File: config.mk
export PLATFORM = sky130hd
export DESIGN_NAME = i2c_regtarget
export DESIGN_NICKNAME = d
export VERILOG_FILES = /design/src/rtl/i2c_regtarget.sv
export SDC_FILE = /design/constraint.sdc
export NUM_CORES = 1
export LEC_CHECK = 0
export BUFFER_PORTS_ARGS = -buffer_cell sky130_fd_sc_hd__buf_2
export CORE_ASPECT_RATIO = 1.2
export CORE_MARGIN = 2
export CORE_UTILIZATION = 51
export CTS_CLUSTER_SIZE = 25
export DETAILED_ROUTE_END_ITERATION = 16
export HOLD_SLACK_MARGIN = 0.12
export PLACE_DENSITY = 0.64
export REMOVE_ABC_BUFFERS = 1
export SLEW_MARGIN = 0
export SYNTH_ARGS = -nofsm -noshare
export SYNTH_HDL_FRONTEND = slang
export SYNTH_SLANG_ARGS = --single-unit
File: constraint.sdc
create_clock -name clk -period 6.3 [get_ports clk]
set_input_delay 1.26 -clock clk [delete_from_list [all_inputs] [get_ports clk]]
set_output_delay 1.26 -clock clk [all_outputs]
set_load 0.005 [all_outputs]
File: src/rtl/i2c_regtarget.sv
module i2c_regtarget #(
  parameter logic [6:0] DEV_ADDR = 7'h42,
  parameter int         NREG     = 8
) (
  input  logic clk,
  input  logic rst_n,
  input  logic scl_i,
  input  logic sda_i,
  input  logic data_ready,
  output logic sda_pull,
  output logic scl_hold
);
  localparam int PW = (NREG > 1) ? $clog2(NREG) : 1;

  typedef enum logic [1:0] {ST_IDLE, ST_ADDR, ST_WR, ST_RD} st_t;

  logic [2:0] scl_sy, sda_sy;
  logic scl_f, sda_f, scl_d, sda_d;

  always_ff @(posedge clk or negedge rst_n)
    if (!rst_n) begin
      scl_sy <= '1; sda_sy <= '1;
      scl_f  <= 1'b1; sda_f <= 1'b1;
      scl_d  <= 1'b1; sda_d <= 1'b1;
    end else begin
      scl_sy <= {scl_sy[1:0], scl_i};
      sda_sy <= {sda_sy[1:0], sda_i};
      if (scl_sy[2] == scl_sy[1]) scl_f <= scl_sy[1];
      if (sda_sy[2] == sda_sy[1]) sda_f <= sda_sy[1];
      scl_d <= scl_f;
      sda_d <= sda_f;
    end

  wire scl_rise = scl_f & ~scl_d;
  wire scl_fall = ~scl_f & scl_d;
  wire start_c  = scl_f & scl_d & sda_d & ~sda_f;
  wire stop_c   = scl_f & scl_d & ~sda_d & sda_f;

  st_t        st;
  logic [3:0] cnt;
  logic [7:0] sh, tx;
  logic       rw, first, nack, pend, act_d;
  logic [PW-1:0] ptr;
  logic [7:0] regs [NREG];

  wire match     = (sh[7:1] == DEV_ADDR);
  wire ack_edge  = scl_fall && (cnt == 4'd8);
  wire wr_commit = ack_edge && (st == ST_WR) && !first;

  assign scl_hold = pend | act_d;

  always_ff @(posedge clk or negedge rst_n)
    if (!rst_n) begin
      st <= ST_IDLE; cnt <= '0; sh <= '0; tx <= '0;
      rw <= 1'b0; first <= 1'b0; nack <= 1'b0;
      pend <= 1'b0; act_d <= 1'b0; ptr <= '0; sda_pull <= 1'b0;
      for (int i = 0; i < NREG; i++) regs[i] <= '0;
    end else begin
      act_d <= 1'b0;
      if (start_c) begin
        st <= ST_ADDR; cnt <= '0; sda_pull <= 1'b0; pend <= 1'b0;
      end else if (stop_c) begin
        st <= ST_IDLE; sda_pull <= 1'b0; pend <= 1'b0;
      end else if (pend) begin
        if (data_ready) begin
          pend  <= 1'b0;
          act_d <= 1'b1;
          if (st == ST_RD) begin
            sda_pull <= ~regs[ptr][7];
            tx       <= {regs[ptr][6:0], 1'b0};
            ptr      <= ptr + 1'b1;
          end
        end
      end else if (st != ST_IDLE) begin
        if (scl_rise) begin
          if (cnt < 4'd8) sh <= {sh[6:0], sda_f};
          else            nack <= sda_f;
          cnt <= cnt + 4'd1;
        end else if (ack_edge) begin
          case (st)
            ST_ADDR: if (match) begin sda_pull <= 1'b1; rw <= sh[0]; end
                     else st <= ST_IDLE;
            ST_WR: begin
              sda_pull <= 1'b1;
              if (first) begin ptr <= sh[PW-1:0]; first <= 1'b0; end
              else if (wr_commit) begin regs[ptr] <= sh; ptr <= ptr + 1'b1; end
            end
            default: sda_pull <= 1'b0;
          endcase
        end else if (scl_fall && cnt == 4'd9) begin
          cnt <= '0;
          sda_pull <= 1'b0;
          case (st)
            ST_ADDR: begin st <= rw ? ST_RD : ST_WR; first <= 1'b1; pend <= 1'b1; end
            ST_RD:   if (nack) st <= ST_IDLE; else pend <= 1'b1;
            default: pend <= 1'b1;
          endcase
        end else if (scl_fall && st == ST_RD && cnt != 4'd0) begin
          sda_pull <= ~tx[7];
          tx <= tx << 1;
        end
      end
    end
endmodule

* Word-level counts from Yosys, hierarchy flattened
Index checks and enable logic that the tools add are counted.
** Operators by class
- Bitwise gates (word level) :: 21
- Add/subtract/negate cells :: 2
- Multiplexer cells :: 72
- Eq/ne operators :: 26
- Reduce and logical (&&, ||, !) cells :: 34
- Magnitude comparators :: 3
** Operators by type and width (number)
- two-way mux 8 bit :: 11
- bitwise mux 64 bit :: 1
- two-way mux 1 bit :: 30
- two-way mux 4 bit :: 7
- two-way mux 3 bit :: 9
- AND reduction 9 bit :: 3
- binary-select mux 8 bit (select 3 bit) :: 1
- demux 8 bit (select 3 bit) :: 1
- AND reduction 8 bit :: 3
- two-way mux 2 bit :: 10
- AND reduction 6 bit :: 3
- nonzero test 2 bit :: 8
- nonzero test 4 bit :: 4
- inverter 1 bit :: 12
- != test 2 bit, second input constant :: 5
- nonzero test 3 bit :: 3
- == test 4 bit, second input constant :: 2
- != test 4 x 3 -> 1 bit, second input constant :: 2
- != test 4 bit, second input constant :: 2
- AND 1 bit :: 7
- == test 7 bit, second input constant :: 1
- logical AND 1 bit :: 7
- != test 2 x 1 -> 1 bit, second input constant :: 3
- != test 3 bit, second input constant :: 2
- other kinds (19) :: 21
** Word-level totals
- Input bits :: 5
- Bits in registers :: 105
- Logic and storage cells :: 183
- Output and inout bits :: 2

* Depth between registers and ports, before layout
Gate-level depths: netlist of run 1.
- Depth after elaboration :: 12
- Depth in mapped cells :: 9
- Gate-level depth less buffers :: 7

* Worst setup path after synthesis of run 1
OpenSTA, ideal clock, no wires.
- Path type :: in2reg
- Start point :: input port data_ready
- End point :: register sda_pull
- Cell stages on the path :: 5
- Data required time :: 6.175 ns
- Setup time :: 0.125 ns
- Arrival time :: 2.093 ns
- Setup slack :: 4.082 ns
- Buffers on the path :: 0
- Cells stage by stage :: nand3_1 > o31ai_1 > o21ai_0 > o211ai_1 > mux2_2
** Between the ends
- Cells in the longest elaborated chain, start to end :: 2
** Ends and longest elaborated chain
- start: declaration :: RTL line 9 : input logic data_ready,
- != test 4 bit (no source line)
- AND reduction 6 bit (no source line)
- end signal: assignment :: RTL line 69 : sda_pull <= ~regs[ptr][7];
- end signal: assignment :: RTL line 99 : sda_pull <= ~tx[7];
- end: declaration :: RTL line 10 : output logic sda_pull,
No other way between the ends.
A chain may end at the register's enable or synchronous reset.

* Final worst setup path of run 1
- Start point :: register pend
- End point :: output port scl_hold
** Between the ends
- Cells in the longest elaborated chain, start to end :: 1
** Ends and longest elaborated chain
- start: declaration :: RTL line 42 : logic rw, first, nack, pend, act_d;
- start signal: assignment :: RTL line 56 : pend <= 1'b0; act_d <= 1'b0; ptr <= '0; sda_pull <= 1'b0;
- start signal: assignment :: RTL line 61 : st <= ST_ADDR; cnt <= '0; sda_pull <= 1'b0; pend <= 1'b0;
- start signal: assignment :: RTL line 63 : st <= ST_IDLE; sda_pull <= 1'b0; pend <= 1'b0;
- OR 1 bit :: RTL line 50 : assign scl_hold = pend | act_d;
- end: declaration :: RTL line 11 : output logic scl_hold
No other way between the ends.

==> reports/metrics.yaml, run 1 <==
crit_arrival_ns: 1.51
critPathLaunchType: "flip-flop"
synth_edf_count: 0
post-route-drc-count: 0
p_comb_share_pct: 10.0
cts_buffers: 9
placed_area_sq_um: 5100
synth_area_leaders: "dfrtp_1 (47%), mux2_2 (17%), mux4_2 (5.4%), dfstp_2 (5.3%), o21ai_0 (2.6%)"
via_per_inst: 5.79
syn_to_final_growth_pct: 8.23
min-delay-start: "scl_sy[0]"
synth_warnings: 0
cts_sinks: 104
finalCritPeriodShare_pct: 44.0
fillCellCount: 799
grt_max_degree: 59
r2r_cells: 5
synth-simple-area-share_pct: 10.2
wl_um: 9960
root_buffer: "clkbuf_16"
finalSetupViolCount: 0
ys_seq_area_share_pct: 52.3
grt_pass1_vias: 3122
ir_worst_vdd_uv: 128
synthAdderAreaFrac_pct: 2.65
htree_levels: 3
io_buffers: 6
power_mw: 1.49
critPathKind: "reg2out"
worst-slew-pin-transition_ns: 1.03
netlist_area_sq_um: 5000
switching_share_pct: 26.8
drtPass1Iterations: 4
ant_nets: 0
wl_met1_um: 4880
finalInstanceArea_sq_um: 5410
nNetsFinal: 404
rrSetupSlack_ns: 3.69
synth_compound_area_share_pct: 7.23
whs_endpoint: "scl_sy[1]"
drive_gt1_share_pct: 34.7
synth.largest_area_cell: "dfrtp_1"
antenna_found_initial: 0
clk_latency_ns: 0.34
gp_congestion: 0.892
min_period_ns: 2.77
syn_area_per_cell_sq_um: 12.6
muxShareOfSynthArea_pct: 24.7
synth.distinct_cells: 50
post_drt_wl_per_cell_um: 19.2
grtUsageTotal_pct: 21.0
synth_ff_type: "dfrtp_1"
fin_hold_ws_ns: 0.352
postSynthRegisterBits: 104
r2r_end: "regs[12]"
crit_path_end_kind: "output pin"
ios: 7
post_cts_buffers: 0
die_w_um: 94.4
die_y_um: 112
synth_top_area_share_pct: 47.0
rows: 39
min_path_cells: 0
outcome: "finished, final reports clean"
fmax_mhz: 361
clk_pin_slew_worst_paths_ns: 0.07
grt.overflow.total: 0
crit_fanout: 26
p_int_mw: 1.09
min_path_type: "reg2reg"
synth-xor-area-share_pct: 0.175
crit_required_ns: 5.04
rsz0062_at_grt: "no"
skew_ns: 0.00902
p_sw_mw: 0.401
layout_common_cells: "dfrtp_1 (94), mux2_2 (76), nand2_1 (28), o21ai_0 (26), mux4_2 (12)"
r2r_start: "scl_d"
synth_top_family_by_area: "multiplexers"
n_antenna_cell: 0
netlist_instances: 397
power_frac_seq_pct: 50.8
grt_pass1_wl_um: 16700
dieArea_sq_um: 10600
power_density_nw_per_um2: 276
drv_cap: 0
wl_met2_um: 4720
cts_buffer_depth: 2
setup-tns-final_ns: 0
holdBufCountCts: 0
wl_met3_um: 206
start_util_pct: 52.6
p_leak_nw: 2.43
slew-limit-headroom_pct: 31.2
drt_iter0_drc: 193
hold_viol_final: 0
vias: 2998
highest_layer: "met4"
cts_tree: "built"
slew_violations: 0
final_common_cell: "dfrtp_1"
async_flop_share_pct: 100
post_cts_resized: 0
place_hpwl_um: 6570
pwr-share-clk_pct: 39.3
coreArea_sq_um: 9520
## cells by family (layout without fill, tap and decap cells)
group | count (synthesis) | after routing
AOI/OAI and AO/OA | 58 | 58
xor gates and xnor gates | 1 | 1
adders and majority gates | 11 | 11
buffers and inverters | 33 | 31
DFF | 104 | 104
muxes | 99 | 99
and+or+nand+nor | 91 | 91
## power groups by stage
stage	clock network, mW	logic [mW]	registers, mW
finish	0.587	0.149	0.758
global route	0.632	0.168	0.767
CTS	0.602	0.150	0.759
detailed placement	0	0.149	0.771
global placement	0	0.147	0.770
floorplan	0	0.105	0.749
## sequential cells by signal, indices dropped and copies added, names as in the netlist, 2 cells and up
register / cells
cnt: 4
ptr: 3
regs: 64
scl_sy: 3
sda_sy: 3
sh: 8
st: 2
tx: 7
## cell type report
class | count | area (sq um) | area share, %
clock inverters | 5 | 62.6 | 1.16
repair buffers | 9 | 55.1 | 1.02
multi-input cells | 260 | 2250 | 41.6
inverters | 6 | 22.5 | 0.416
clock buffers | 11 | 253 | 4.67
well taps | 123 | 154 | 2.84
flip-flops and latches | 104 | 2620 | 48.3
## through the flow
stage          std cells  util [%]  worst slack [ns]
2_1_floorplan        370         -              3.97
3_3_place_gp         502      53.6              3.76
3_5_place_dp         502      53.6              3.67
4_1_cts              518      56.9              3.52
5_1_grt              518      56.9              3.43
6_report             518      56.9              3.53
## layer usage
layer | track usage (%) | vias up
met4 | 7.05 | 0
li1 | - | 1418
met2 | 32.8 | 28
met1 | 29.7 | 1542
met3 | 3.83 | 10
met5 | 0 | -
## Yosys cell counts, types with 2 or more instances
library cell / number
nor2_1: 11
mux2i_1: 11
a31o_2: 3
mux2_2: 76
a32o_1: 2
o211ai_1: 3
nor3_1: 2
a211oi_1: 2
nor3_2: 2
clkbuf_1: 20
o21ai_0: 26
nor3b_1: 4
nand2_1: 28
inv_1: 6
dfrtp_1: 94
ha_1: 9
nand2_2: 3
nand3_1: 8
nand3b_1: 4
a21oi_1: 10
and3_1: 3
nand2b_1: 8
o2bb2ai_1: 2
dfstp_2: 10
and4_1: 2
or2_2: 3
nor2b_1: 4
maj3_1: 2
buf_2: 6
mux4_2: 12
a31oi_1: 2
## critical path, cell delays in order, from the launching register on
cell and delay, ns:
dfrtp_1 0.64, or2_2 0.40, buf_2 0.13
## how the worst max path moves through the flow
stage | endpoint | start
after floorplan | regs[10] | scl_d
after global placement | regs[14] | scl_d
after detailed placement | regs[12] | scl_d
after CTS | scl_hold | pend
after global routing | scl_hold | pend
final | scl_hold | pend
No activity file was read; power rests on OpenSTA's default activity.
==> run 2, diff against run 1 <==
Settings changed: PLACE_DENSITY 0.64 to 0.66.
Clock period 6.3 ns to 2.2 ns, I/O delays scaled along.
==> reports/metrics.yaml, run 2 (same netlist as run 1, synthesis figures left out) <==
outcome: "finished, final reports clean"
p_leak_nw: 2.61  # +7.2%
crit_arrival_ns: 2.38  # +0.87 ns
crit_fanout: 5  # -81%
largest-register: "regs"
dieArea_sq_um: 10600  # unchanged
r2r_cells: 6  # +1
vias: 3262  # +8.8%
min_path_type: "in2reg"
cts_tree: "built"
pre_cts_ws_ns: -0.119  # -3.79 ns
min_path_cells: 1  # +1
antenna_found_initial: 0  # unchanged
grtUsageTotal_pct: 21.8  # +0.82 points
ir_worst_vdd_uv: 344  # +170%
nNetsFinal: 440  # +8.9%
clk_pin_slew_worst_paths_ns: 0.07  # about the same
global_route.usage.met3_pct: 4.30  # +0.47 points
critPathLaunchType: "flip-flop"
post_drt_wl_per_cell_um: 19.4  # +0.97%
drtPass1Iterations: 4  # unchanged
clk_latency_ns: 0.34  # about the same
largest_reg_flops: 64  # unchanged
via_per_inst: 5.89  # +1.7%
p_sw_mw: 1.15  # +190%
start_util_pct: 52.6  # unchanged
rows: 39  # unchanged
rsz0062_at_grt: "no"
critPathKind: "reg2reg"
grt_max_degree: 44  # -25%
root_buffer: "clkbuf_16"
place_hpwl_um: 7280  # +11%
ant_nets: 0  # unchanged
top_usage_layer: "met2"
drv_cap: 0  # unchanged
final_common_cell: "dfrtp_1"
fin_hold_ws_ns: 0.196  # -0.155 ns
coreArea_sq_um: 9520  # unchanged
drive_gt1_share_pct: 40.4  # +5.7 points
grt_pass1_vias: 3372  # +8.0%
reg.largest.list: "regs (64), sh (8), tx (7)"
grt.overflow.total: 0  # unchanged
wl_um: 10800  # +8.0%
worst-slew-pin-transition_ns: 0.455  # -0.577 ns
crit_path_end_kind: "flip-flop"
pwr-share-clk_pct: 35.2  # -4.1 points
io_buffers: 6  # unchanged
n_antenna_cell: 0  # unchanged
skew_ns: 0.00823  # -0.000787 ns
cts_sinks: 104  # unchanged
crit_required_ns: 2.43  # -2.61 ns
finalCritPeriodShare_pct: 97.8
p_int_mw: 3.07  # +180%
drt_iter0_drc: 185  # -4.1%
gp_congestion: 0.837  # -6.2%
die_y_um: 112  # unchanged
layout_common_cells: "dfrtp_1 (94), mux2_2 (76), buf_4 (37), nand2_1 (28), o21ai_0 (26)"
use_met1_pct: 28.9  # -0.82 points
switching_share_pct: 27.2  # +0.32 points
fillCellCount: 791  # -1.0%
syn_to_final_growth_pct: 13.8
setup-tns-final_ns: 0  # unchanged
die_w_um: 94.4  # unchanged
power_density_nw_per_um2: 741  # +170%
slew_violations: 0  # unchanged
slew-limit-headroom_pct: 69.7  # +38 points
hold_viol_final: 0  # unchanged
power_frac_seq_pct: 50.3  # -0.5 points
htree_levels: 3  # unchanged
grt_pass1_wl_um: 17500  # +4.4%
min_period_ns: 2.15
cts_buffer_depth: 2  # unchanged
ios: 7  # unchanged
finalSetupViolCount: 0  # unchanged
worst_slack_ns: 0.0474  # -3.48 ns
post-route-drc-count: 0  # unchanged
cts_buffers: 9  # unchanged
fmax_mhz: 465
use_met2_pct: 34.5  # +1.7 points
p_comb_share_pct: 14.6  # +4.6 points
[run 2: metal layers]
layer,up-vias,part of all wire (%)
met3,25,3.3
met4,0,3.2
met5,-,0
met2,60,49
li1,1492,-
met1,1685,44
[run 2: power groups by stage]
stage               Combinational [mW]  Sequential, mW  Clock (mW)
floorplan                        0.299            2.14           0
global placement                 0.563            2.15           0
detailed placement               0.571            2.16           0
CTS                              0.579            2.12        1.53
global route                     0.678            2.14        1.60
finish                           0.614            2.12        1.48
[run 2: final cells by class]
type                       instances  area [sq um]  share of cell area (%)
clock buffer                      12           246                    4.33
clock inverter                     4          27.5                   0.484
inverter                           6          22.5                   0.396
multi-input combinational        260          2270                    40.0
tap                              123           154                    2.70
sequential                       104          2620                    45.9
timing repair buffer              45           353                    6.20
[run 2: path summary, 6_finish.rpt]
path                       slack (ns)   endpoint       from
min reg2reg                      0.35  scl_sy[1]  scl_sy[0]
max in group asynchronous        0.87   regs[44]      rst_n
max reg2reg                      0.05    regs[7]      scl_d
min in group asynchronous        0.58     cnt[3]      rst_n
max                              0.05    regs[7]      scl_d
min                              0.20  scl_sy[0]      scl_i
[run 2: stage by stage]
| step | power, mW | std cells | area [sq um] | util [%] |
|---|---|---|---|---|
| 2_1_floorplan | 2.44 | 370 | 4890 | - |
| 3_3_place_gp | 2.71 | 533 | 5360 | 56.3 |
| 3_5_place_dp | 2.73 | 533 | 5360 | 56.3 |
| 4_1_cts | 4.23 | 551 | 5650 | 59.4 |
| 5_1_grt | 4.42 | 554 | 5690 | 59.8 |
| 6_report | 4.22 | 554 | 5690 | 59.8 |
[run 2: critical path, cell delays in order (launching register included)]
cell and delay, ns:
dfstp_2 0.53, and4bb_2 0.28, nand3_1 0.16, nor3_4 0.28, and4_4 0.27, buf_4 0.18, mux2_2 0.34
[run 2: what timing repair did]
item                                    in CTS  in global routing
pin swaps                                    1                  2
gates resized for setup                      2                  5
endpoints found under the setup margin      19                 42
hold buffers                                 1                  0
hold endpoints to repair                    21                  0
setup buffers                                1                  3
